## src/rtl/scp_pkg.sv

```systemverilog
package scp_pkg;

    typedef enum logic [2:0] {
        ST_IDLE,
        ST_PTR,
        ST_BOUND,
        ST_SCAN,
        ST_PICK,
        ST_EMIT,
        ST_DONE
    } scp_state_e;

    function automatic logic [15:0] crc_tap(input int j);
        logic [15:0] t;
        unique case (j)
            0:       t = 16'hC0C1;
            1:       t = 16'hC181;
            2:       t = 16'hC301;
            3:       t = 16'hC601;
            4:       t = 16'hCC01;
            5:       t = 16'hD801;
            6:       t = 16'hF001;
            default: t = 16'hA001;
        endcase
        return t;
    endfunction

    // One byte of the LSB-first CRC. Each tap lands back inside 16 bits
    // by the end of the byte, so a 24-bit working value suffices.
    function automatic logic [15:0] crc_byte(input logic [15:0] c, input logic [7:0] d);
        logic [23:0] acc;
        logic        fb;
        acc = {8'h00, c ^ {8'h00, d}};
        for (int j = 0; j < 8; j++) begin
            fb  = acc[0];
            acc = acc >> 1;
            if (fb) begin
                acc = acc ^ ({8'h00, crc_tap(j)} << (7 - j));
            end
        end
        return acc[15:0];
    endfunction

endpackage

```

## src/rtl/scp_crc16.sv

```systemverilog
module scp_crc16 #(
    parameter logic [15:0] SEED = 16'hFFFF
) (
    input  logic        clk,
    input  logic        rst_n,
    input  logic        clr,
    input  logic        en,
    input  logic [7:0]  din,
    output logic [15:0] crc
);
    import scp_pkg::*;

    always_ff @(posedge clk or negedge rst_n) begin
        if (!rst_n) begin
            crc <= SEED;
        end else if (clr) begin
            crc <= SEED;
        end else if (en) begin
            crc <= crc_byte(crc, din);
        end
    end

endmodule

```

## src/rtl/scp_arbiter.sv

```systemverilog
module scp_arbiter #(
    parameter int CNT_W = 16
) (
    input  logic             ok_a,
    input  logic             ok_b,
    input  logic [CNT_W-1:0] cnt_a,
    input  logic [CNT_W-1:0] cnt_b,
    output logic             any_ok,
    output logic             take_b
);
    always_comb begin
        any_ok = ok_a | ok_b;
        take_b = ok_b & (~ok_a | (cnt_b > cnt_a));
    end

endmodule

```

## src/rtl/settings_copy_picker.sv

```systemverilog
module settings_copy_picker #(
    parameter int ADDR_W      = 18,
    parameter int PTR_ADDR    = 'h20,
    parameter int PTR_SHIFT   = 3,
    parameter int BASE_LIMIT  = 'h3FE00,
    parameter int COPY_STRIDE = 'h100,
    parameter int PAY_LEN     = 'h70
) (
    input  logic              clk,
    input  logic              rst_n,
    input  logic              start,
    output logic              busy,
    output logic              done,
    output logic              done_ok,
    output logic              mem_rd,
    output logic [ADDR_W-1:0] mem_addr,
    input  logic [7:0]        mem_rdata,
    output logic              out_valid,
    output logic [7:0]        out_data
);
    import scp_pkg::*;

    localparam int CNT_OFF  = PAY_LEN;
    localparam int CRC_OFF  = PAY_LEN + 2;
    localparam int REC_SPAN = PAY_LEN + 4;
    localparam int IDX_W    = $clog2(REC_SPAN + 1);
    localparam int BASE_W   = 16 + PTR_SHIFT;

    localparam logic [IDX_W-1:0] LIM_PTR    = IDX_W'(2);
    localparam logic [IDX_W-1:0] LIM_SPAN   = IDX_W'(REC_SPAN);
    localparam logic [IDX_W-1:0] LIM_PAY    = IDX_W'(PAY_LEN);
    localparam logic [IDX_W-1:0] I_PTR_HI   = IDX_W'(1);
    localparam logic [IDX_W-1:0] I_CNT_LO   = IDX_W'(CNT_OFF);
    localparam logic [IDX_W-1:0] I_CNT_HI   = IDX_W'(CNT_OFF + 1);
    localparam logic [IDX_W-1:0] I_CRC_LO   = IDX_W'(CRC_OFF);
    localparam logic [IDX_W-1:0] I_CRC_HI   = IDX_W'(CRC_OFF + 1);
    localparam logic [IDX_W-1:0] I_PAY_LAST = IDX_W'(PAY_LEN - 1);

    scp_state_e         state, state_nx;
    logic [IDX_W-1:0]   iss;
    logic               pend;
    logic [IDX_W-1:0]   pend_idx;
    logic [7:0]         ptr_lo;
    logic [BASE_W-1:0]  base_q;
    logic               copy_q;
    logic [7:0]         cnt_lo;
    logic [7:0]         sum_lo;
    logic [1:0]         ok_v;
    logic [1:0][15:0]   cnt_v;
    logic               ok_q;
    logic [IDX_W-1:0]   lim;
    logic               base_bad;
    logic               scan_last;
    logic               crc_clr, crc_en;
    logic [15:0]        crc_val;
    logic               any_ok, take_b;
    logic [ADDR_W-1:0]  rec_base;

    assign base_bad  = 32'(base_q) > 32'(BASE_LIMIT);
    assign scan_last = (state == ST_SCAN) && pend && (pend_idx == I_CRC_HI);
    assign crc_clr   = (state == ST_BOUND) || (scan_last && !copy_q);
    assign crc_en    = (state == ST_SCAN) && pend && (pend_idx < LIM_PAY);

    scp_crc16 u_crc (
        .clk   (clk),
        .rst_n (rst_n),
        .clr   (crc_clr),
        .en    (crc_en),
        .din   (mem_rdata),
        .crc   (crc_val)
    );

    scp_arbiter #(.CNT_W(16)) u_arb (
        .ok_a   (ok_v[0]),
        .ok_b   (ok_v[1]),
        .cnt_a  (cnt_v[0]),
        .cnt_b  (cnt_v[1]),
        .any_ok (any_ok),
        .take_b (take_b)
    );

    // State register
    always_ff @(posedge clk or negedge rst_n) begin
        if (!rst_n) begin
            state <= ST_IDLE;
        end else begin
            state <= state_nx;
        end
    end

    // Next-state logic
    always_comb begin
        state_nx = state;
        unique case (state)
            ST_IDLE:  if (start) state_nx = ST_PTR;
            ST_PTR:   if (pend && pend_idx == I_PTR_HI) state_nx = ST_BOUND;
            ST_BOUND: state_nx = base_bad ? ST_DONE : ST_SCAN;
            ST_SCAN:  if (scan_last && copy_q) state_nx = ST_PICK;
            ST_PICK:  state_nx = any_ok ? ST_EMIT : ST_DONE;
            ST_EMIT:  if (pend && pend_idx == I_PAY_LAST) state_nx = ST_DONE;
            ST_DONE:  state_nx = ST_IDLE;
            default:  state_nx = ST_IDLE;
        endcase
    end

    // Outputs and read port
    always_comb begin
        rec_base = ADDR_W'(base_q) + (copy_q ? ADDR_W'(COPY_STRIDE) : '0);
        unique case (state)
            ST_PTR:  lim = LIM_PTR;
            ST_SCAN: lim = LIM_SPAN;
            ST_EMIT: lim = LIM_PAY;
            default: lim = '0;
        endcase
        mem_rd = iss < lim;
        unique case (state)
            ST_PTR:             mem_addr = ADDR_W'(PTR_ADDR) + ADDR_W'(iss);
            ST_SCAN, ST_EMIT:   mem_addr = rec_base + ADDR_W'(iss);
            default:            mem_addr = '0;
        endcase
        busy    = state != ST_IDLE;
        done    = state == ST_DONE;
        done_ok = (state == ST_DONE) && ok_q;
    end

    // Datapath
    always_ff @(posedge clk or negedge rst_n) begin
        if (!rst_n) begin
            iss       <= '0;
            pend      <= 1'b0;
            pend_idx  <= '0;
            ptr_lo    <= '0;
            base_q    <= '0;
            copy_q    <= 1'b0;
            cnt_lo    <= '0;
            sum_lo    <= '0;
            ok_v      <= '0;
            cnt_v     <= '0;
            ok_q      <= 1'b0;
            out_valid <= 1'b0;
            out_data  <= '0;
        end else begin
            pend      <= mem_rd;
            pend_idx  <= iss;
            out_valid <= 1'b0;
            if (mem_rd) iss <= iss + IDX_W'(1);
            unique case (state)
                ST_IDLE: begin
                    if (start) begin
                        iss    <= '0;
                        ok_q   <= 1'b0;
                        copy_q <= 1'b0;
                    end
                end
                ST_PTR: begin
                    if (pend) begin
                        if (pend_idx == I_PTR_HI)
                            base_q <= BASE_W'({mem_rdata, ptr_lo}) << PTR_SHIFT;
                        else
                            ptr_lo <= mem_rdata;
                    end
                end
                ST_BOUND: begin
                    iss    <= '0;
                    copy_q <= 1'b0;
                    ok_v   <= '0;
                end
                ST_SCAN: begin
                    if (pend) begin
                        if (pend_idx == I_CNT_LO) cnt_lo <= mem_rdata;
                        if (pend_idx == I_CNT_HI) cnt_v[copy_q] <= {mem_rdata, cnt_lo};
                        if (pend_idx == I_CRC_LO) sum_lo <= mem_rdata;
                        if (pend_idx == I_CRC_HI) begin
                            ok_v[copy_q] <= (crc_val == {mem_rdata, sum_lo});
                            if (!copy_q) begin
                                copy_q <= 1'b1;
                                iss    <= '0;
                            end
                        end
                    end
                end
                ST_PICK: begin
                    copy_q <= take_b;
                    iss    <= '0;
                end
                ST_EMIT: begin
                    if (pend) begin
                        out_valid <= 1'b1;
                        out_data  <= mem_rdata;
                        if (pend_idx == I_PAY_LAST) ok_q <= 1'b1;
                    end
                end
                ST_DONE: begin
                end
                default: begin
                end
            endcase
        end
    end

    // done lasts one cycle
    a_r9_done_single: assert property (@(posedge clk) disable iff (!rst_n)
        done |=> !done);

    // a start while busy does not restart the pointer fetch
    a_r9_start_ignored: assert property (@(posedge clk) disable iff (!rst_n)
        (state != ST_IDLE && start) |=> !(state == ST_PTR && iss == '0));

    // records are only scanned below the limit
    a_r2_bound_scan: assert property (@(posedge clk) disable iff (!rst_n)
        (state == ST_SCAN) |-> (32'(base_q) <= 32'(BASE_LIMIT)));

    // copy-out addresses rise by one
    a_r8_emit_step: assert property (@(posedge clk) disable iff (!rst_n)
        (state == ST_EMIT && mem_rd && $past(state == ST_EMIT && mem_rd))
            |-> mem_addr == $past(mem_addr) + ADDR_W'(1));

    // bytes appear only during copy-out
    a_r8_out_window: assert property (@(posedge clk) disable iff (!rst_n)
        out_valid |-> (state == ST_EMIT || state == ST_DONE));

    // a failed run streams nothing at its end
    a_r7_fail_quiet: assert property (@(posedge clk) disable iff (!rst_n)
        (done && !done_ok) |-> !out_valid);

    // tie or smaller count keeps copy 0
    a_r6_tie_first: assert property (@(posedge clk) disable iff (!rst_n)
        (state == ST_PICK && ok_v == 2'b11 && cnt_v[1] <= cnt_v[0]) |=> !copy_q);

    // idle means no reads and no output
    a_r10_idle_quiet: assert property (@(posedge clk) disable iff (!rst_n)
        (state == ST_IDLE) |-> (!mem_rd && !out_valid));

endmodule

```

## config.mk

```make
export PLATFORM = sky130hd
export DESIGN_NAME = settings_copy_picker
export DESIGN_NICKNAME = d
export VERILOG_FILES = /design/src/rtl/scp_pkg.sv /design/src/rtl/scp_crc16.sv /design/src/rtl/scp_arbiter.sv /design/src/rtl/settings_copy_picker.sv
export SDC_FILE = /design/constraint.sdc
export NUM_CORES = 1
export LEC_CHECK = 0
export ABC_CLOCK_PERIOD_IN_PS = 3600
export BUFFER_PORTS_ARGS = -buffer_cell sky130_fd_sc_hd__buf_4
export CELL_PAD_IN_SITES_DETAIL_PLACEMENT = 0
export CELL_PAD_IN_SITES_GLOBAL_PLACEMENT = 1
export CORE_MARGIN = 10
export CORE_UTILIZATION = 48
export CTS_CLUSTER_DIAMETER = 150
export DETAILED_ROUTE_END_ITERATION = 16
export PLACE_DENSITY_LB_ADDON = 0.08
export SYNTH_ARGS = -nofsm -noshare
export SYNTH_HDL_FRONTEND = slang
export SYNTH_SLANG_ARGS = --single-unit
```

## constraint.sdc

```tcl
create_clock -name clk -period 3.6 [get_ports clk]
set_input_delay 0.36 -clock clk [delete_from_list [all_inputs] [get_ports clk]]
set_output_delay 0.36 -clock clk [all_outputs]
set_load 0.01 [all_outputs]
```

==> results of run 1 <==
==> worst max-delay path by stage <==
stage	slack (ns)	end
CTS	0.006	mem_rd
global route	0.07	mem_rd
global placement	0.57	mem_rd
finish	0.27	mem_rd
floorplan	0.87	iss[3]
detailed placement	0.34	mem_rd
==> worst register-to-register path, stage by stage (launching register included) <==
cell	delay, ns
dfrtp_1	0.55
nor2b_4	0.30
o21a_1	0.29
clkinvlp_4	0.18
ha_1	0.32
o21a_1	0.11
o21ai_0	0.22
a31oi_1	0.21
nor4b_1	0.38
xnor2_1	0.16
nor2_1	0.05
==> through the flow <==
stage	hold slack (ns)	cells	setup slack [ns]
global route	0.191	811	0.0748
finish	0.107	811	0.266
global placement	0.464	776	0.568
CTS	0.159	808	0.00596
detailed placement	0.467	776	0.342
floorplan	0.0644	584	0.869
==> timing repair <==
| item | 4_1_cts | 5_1_grt |
|---|---|---|
| hold buffers | 0 | 0 |
| buffers inserted | 0 | 3 |
| endpoints found under the setup margin | 1 | 1 |
| gates resized for setup | 1 | 4 |
==> layer usage <==
| layer | part of all wire | track usage | vias to the layer above |
|---|---|---|---|
| met4 | 0.014 | 0.0550 | 0 |
| met1 | 0.46 | 0.208 | 2141 |
| li1 | - | - | 2110 |
| met3 | 0.044 | 0.0405 | 16 |
| met2 | 0.48 | 0.263 | 88 |
| met5 | 0 | 0 | - |
==> cells by family (layout without fill, tap and decap cells) <==
group,Yosys count,count (layout),share of synthesized area
adder cells (fa/ha/maj),28,28,0.0585
flip-flops,119,119,0.490
AND/OR/NAND/NOR,185,185,0.145
buffers and inverters,56,111,0.0354
multiplexers,57,57,0.105
AO/OA/AOI/OAI,85,85,0.0860
XOR/XNOR,54,54,0.0796
==> layout by cell type, fill, tap and decap left out, types with 16 or more instances in the layout <==
cell type,synthesis,final
dfrtp_1,103,102
nand2_1,76,76
mux2_2,57,57
buf_4,0,48
xnor2_1,38,38
nor2_1,38,37
o21ai_0,32,32
inv_1,29,28
ha_1,27,27
clkbuf_16,0,17
dfstp_2,16,16
==> Yosys cell counts, types with 2 or more instances <==
cell and number:
a31oi_1 4, mux2_2 57, nor3b_1 3, o211ai_1 9, a21o_1 4, nor4_1 5
o21ai_0 32, or3_1 3, nor2b_1 7, inv_1 29, xor2_1 15, o31ai_1 4
nor2_1 38, nand3_1 15, dfstp_2 16, nor3_1 11, o21a_1 3, clkbuf_1 21
nor4bb_1 2, xnor2_1 38, nand2_1 76, dfrtp_1 103, and2_1 5, ha_1 27
a22o_1 3, o21bai_1 2, a21oi_1 15, buf_2 5, nand4_1 13
==> registers in the layout, summed over array words and instances (netlist names), 3 cells and up <==
register and flops:
sum_lo 8, ptr_lo 8, iss 7, cnt_lo 8, u_crc.crc 16, out_data 8
base_q 16, cnt_v 32, state 3, pend_idx 7
==> power by group <==
group / switching [mW] / leakage, nW / internal [mW] / total (mW)
clock network: 0.578 / 0.303 / 1.18 / 1.76
registers: 0.372 / 1.45 / 1.75 / 2.13
logic: 1.16 / 1.54 / 1.10 / 2.26
==> area by class of cell <==
type	count	area, µm²	area share
clock buffers	25	505	0.0698
clock inverters	7	116	0.0161
inverters	30	116	0.0161
multi-input cells	409	2910	0.402
flip-flops and latches	119	3000	0.414
well taps	172	215	0.0297
repair buffers	49	380	0.0525
==> metrics.yaml, run 1 <==
yosys:
  yosysWarningCount: 0
  yosys-top-cells-area: "dfrtp_1 (42%), mux2_2 (10%), dfstp_2 (6.9%)"
  synthCells: 584
  yosys_register_bits: 119
  async_flop_share: 1.00
  synth-main-ff-cell: "dfrtp_1"
  ys_types: 48
  syn-cell-area_um2: 6110
  synth-edff-count: 0
  ys_seq_area_frac: 0.490
  yosysTopAreaCell: "dfrtp_1"
  synth_top_area_frac: 0.422
  synth.avg_cell_area_um2: 10.5
  syn_nets: 623
route:
  wl_per_cell_um: 16.8
  drc_errors: 0
  dr.pass1.iters: 4
  dr.first_iter.drc_count: 224
  via_per_inst: 5.37
  via_count: 4355
  totalWireLength_um: 13700
  ant_nets: 0
grt:
  grt_pass1_vias: 4398
  grt_start_max_net_pins: 81
  overflow: 0
  track_usage: 0.163
  antenna_found_initial: 0
  grt_first_pass_wirelength_um: 23100
floorplan:
  io_pins: 42
  die-height_um: 133
  die-area_um2: 17700
  start_util: 0.486
  core_um2: 12600
  die_w_um: 133
  row_count: 41
worst_setup_path:
  cp.depth: 9
  crit_type: "reg -> out"
  critPathTopFamily: "compound AO/OA/AOI/OAI gates"
  end_kind: "output pin"
  cp_slowest_cell: "dfrtp_1"
  crit_required_ns: 3.24
  cp_max_fo: 12
  r2r_end: "iss[3]"
  reg2regPathDepth: 10
  r2r-start: "state[1]"
  cpPeakStageDelay_ns: 0.55
  cp_common_cell: "o21a_1"
  startpoint: "state[1]"
  cp-start-kind: "flip-flop"
  reg2reg_slack_ns: 0.68
  cp_cell_sequence: "nor2b_4 -> o21a_1 -> clkinvlp_4 -> ha_1 -> o21a_1 -> o21ai_0 -> a31oi_1 -> nor2_2 -> buf_4"
  worstPathArrival_ns: 2.97
  worst-path-buf-inv: 2
timing:
  fin_crit_ns: 3.33
  period_share: 0.926
  max_freq_mhz: 300
  fin_tns_setup_ns: 0
  maxSlewViolCount: 0
  skew_ns: 0.00892
  rsz0062_at_grt: "no"
  setup_viol: 0
  worst_slew_pin_slew_ns: 1.01
  max_slew_margin: 0.324
  hold_violations: 0
power_and_ir_drop:
  power_mw: 6.14
  power.leakage_nw: 3.29
  p_per_area_nw_per_um2: 847
  max-vdd-ir-drop_mv: 0.559
placed_design:
  place_congestion: 0.833
  place_area_um2: 6590
  dp_hpwl_um: 9670
  io_buffers: 41
min_path:
  holdCritPathClass: "in -> async"
cells_and_area:
  syn_to_final_growth_pct: 18.5
  nets: 665
  num_antenna_cells: 0
  layout-drive-gt1-share: 0.250
  post-route-util: 0.577
  num-fill-cells: 1105
  final_area_um2: 7250
clock_tree:
  numClockSinks: 119
  cts_tree: "built"
  numCtsBuffers: 17
  cts.path.max_buffers: 2
  root_buffer: "clkbuf_16"
  path_clk_slew_ns: 0.05
  clk_latency_ns: 0.41
  htree_levels: 4
run:
  max_cap_viol_count: 0
run_status:
  status: "finished clean"
Power figures use the tool's default switching activity.
==> run 2, diff against run 1 <==
--- a/config.mk
+++ b/config.mk
@@ -5,7 +5,7 @@
 export SDC_FILE = /design/constraint.sdc
 export NUM_CORES = 1
 export LEC_CHECK = 0
-export ABC_CLOCK_PERIOD_IN_PS = 3600
+export ABC_CLOCK_PERIOD_IN_PS = 3300
 export BUFFER_PORTS_ARGS = -buffer_cell sky130_fd_sc_hd__buf_4
 export CELL_PAD_IN_SITES_DETAIL_PLACEMENT = 0
 export CELL_PAD_IN_SITES_GLOBAL_PLACEMENT = 1
==> constraint.sdc (replaced) <==
create_clock -name clk -period 3.3 [get_ports clk]
set_input_delay 0.33 -clock clk [delete_from_list [all_inputs] [get_ports clk]]
set_output_delay 0.33 -clock clk [all_outputs]
set_load 0.01 [all_outputs]
==> metrics.yaml, run 2 (synthesis gave the netlist of run 1 again) <==
route:
  drc_errors: 0  # unchanged
  via_per_inst: 5.36  # was 5.37
  dr.first_iter.drc_count: 227  # was 224
  wl_per_cell_um: 17.4  # was 16.8 µm
  totalWireLength_um: 14100  # was 13700 µm
  dr.pass1.iters: 4  # unchanged
  via_count: 4340  # was 4355
  ant_nets: 0  # unchanged
power_and_ir_drop:
  p_per_area_nw_per_um2: 922  # was 847 nW/µm²
  power.leakage_nw: 3.29  # about the same
  max-vdd-ir-drop_mv: 0.619  # was 0.559 mV
worst_setup_path:
  r2r_end: "iss[3]"  # unchanged
  cp_max_fo: 7  # was 12
  cp-start-kind: "flip-flop"  # unchanged
  r2r-start: "state[2]"  # was state[1]
  reg2regPathDepth: 10  # unchanged
  startpoint: "iss[3]"  # was state[1]
  worstPathArrival_ns: 2.73  # was 2.97 ns
  crit_required_ns: 2.97  # was 3.24 ns
  crit_end: "mem_addr[13]"  # was mem_rd
  end_kind: "output pin"  # unchanged
  reg2reg_slack_ns: 0.61  # was 0.68 ns
  crit_type: "reg -> out"  # unchanged
timing:
  fin_tns_setup_ns: 0  # unchanged
  max_freq_mhz: 327
  rsz0062_at_grt: "no"  # unchanged
  worst_slew_pin_slew_ns: 1.04  # was 1.01 ns
  holdWs_ns: 0.0743  # was 0.107 ns
  max_slew_margin: 0.305  # was 0.324
  setup_viol: 0  # unchanged
  maxSlewViolCount: 0  # unchanged
  skew_ns: 0.00738  # was 0.00892 ns
  hold_violations: 0  # unchanged
  period_share: 0.927
  fin_crit_ns: 3.06
grt:
  antenna_found_initial: 0  # unchanged
  overflow: 0  # unchanged
  grt_start_max_net_pins: 79  # was 81
  grt_pass1_vias: 4391  # was 4398
  grt_first_pass_wirelength_um: 23600  # was 23100 µm
  track_usage: 0.168  # was 0.163
floorplan:
  core_um2: 12600  # unchanged
  die-height_um: 133  # unchanged
  die-area_um2: 17700  # unchanged
  io_pins: 42  # unchanged
  row_count: 41  # unchanged
  start_util: 0.486  # unchanged
  die_w_um: 133  # unchanged
clock_tree:
  numClockSinks: 119  # unchanged
  root_buffer: "clkbuf_16"  # unchanged
  numCtsBuffers: 17  # unchanged
  ctsHoldBuffers: 0  # unchanged
  clk_latency_ns: 0.41  # about the same
  path_clk_slew_ns: 0.05  # about the same
  htree_levels: 4  # unchanged
  cts.path.max_buffers: 2  # unchanged
  cts_tree: "built"  # unchanged
cells_and_area:
  largestRegisters: "cnt_v (32), base_q (16), u_crc.crc (16)"  # unchanged
  layout-drive-gt1-share: 0.251  # was 0.250
  final_cells: 810  # was 811
  syn_to_final_growth_pct: 18.3  # was 18.5%
  layout_common_cells: "dfrtp_1 (101), nand2_1 (76), mux2_2 (57)"  # was dfrtp_1 (102), nand2_1 (76), mux2_2 (57)
  nets: 664  # was 665
  post-route-util: 0.575  # was 0.577
  final_common_cell: "dfrtp_1"  # unchanged
  regMostFlops: "cnt_v"  # unchanged
  largest_reg_flops: 32  # unchanged
  num_antenna_cells: 0  # unchanged
placed_design:
  io_buffers: 41  # unchanged
  dp_hpwl_um: 9840  # was 9670 µm
  place_inst: 778  # was 776
  place_congestion: 0.848  # was 0.833
run_status:
  status: "finished clean"  # unchanged
min_path:
  holdCritPathClass: "in -> async"  # unchanged
run:
  max_cap_viol_count: 0  # unchanged
run 2: worst max-delay path, stage by stage (launching register included):
cell and delay, ns:
dfrtp_1 0.46, ha_1 0.27, fa_1 0.41, a21oi_1 0.16, o21bai_1 0.12, a31oi_2 0.39, nor3b_1 0.12, xnor2_1 0.14
nor2_1 0.11, buf_4 0.13
run 2: how the worst min path moves through the flow:
stage	cells past startpoint	slack, ns	endpoint
final	1	0.07	pend_idx[3]
after global routing	1	0.16	iss[5]
after CTS	1	0.12	pend_idx[2]
after detailed placement	2	0.46	out_data[3]
after global placement	2	0.46	out_data[3]
after floorplan	0	0.03	base_q[10]
run 2: metal layers:
| layer | track usage | vias to the layer above | wire length, µm |
|---|---|---|---|
| met5 | 0 | - | 0 |
| met4 | 0.0520 | 0 | 95 |
| met3 | 0.0454 | 10 | 515 |
| met2 | 0.263 | 67 | 6730 |
| met1 | 0.222 | 2153 | 6750 |
| li1 | - | 2110 | - |
run 2: power by group:
part / internal, mW / switching (mW) / leakage, nW
combinational: 1.18 / 1.27 / 1.54
sequential: 1.92 / 0.412 / 1.44
clock: 1.26 / 0.626 / 0.304
run 2: stage by stage:
stage / total power [mW] / setup WS (ns) / instance area, µm²
2_1_floorplan: 4.01 / 0.569 / 6110
3_3_place_gp: 4.74 / 0.477 / 6600
3_5_place_dp: 4.80 / 0.347 / 6600
4_1_cts: 6.73 / 0.00260 / 7220
5_1_grt: 7.14 / 0.0110 / 7230
6_report: 6.67 / 0.240 / 7230
run 2: final cells by class:
| type | count | area (µm²) |
|---|---|---|
| fill | 1059 | 5340 |
| sequential | 119 | 3000 |
| multi-input combinational | 409 | 2920 |
| clock buffer | 24 | 492 |
| timing repair buffer | 48 | 373 |
| tap | 172 | 215 |
| clock inverter | 8 | 119 |
| inverter | 30 | 113 |
run 2: timing repair:
item                                   4_1_cts  5_1_grt
endpoints found under the hold margin        0        0
resized for setup                            1        5
buffers inserted                             0        0
setup endpoints to repair                    1        5
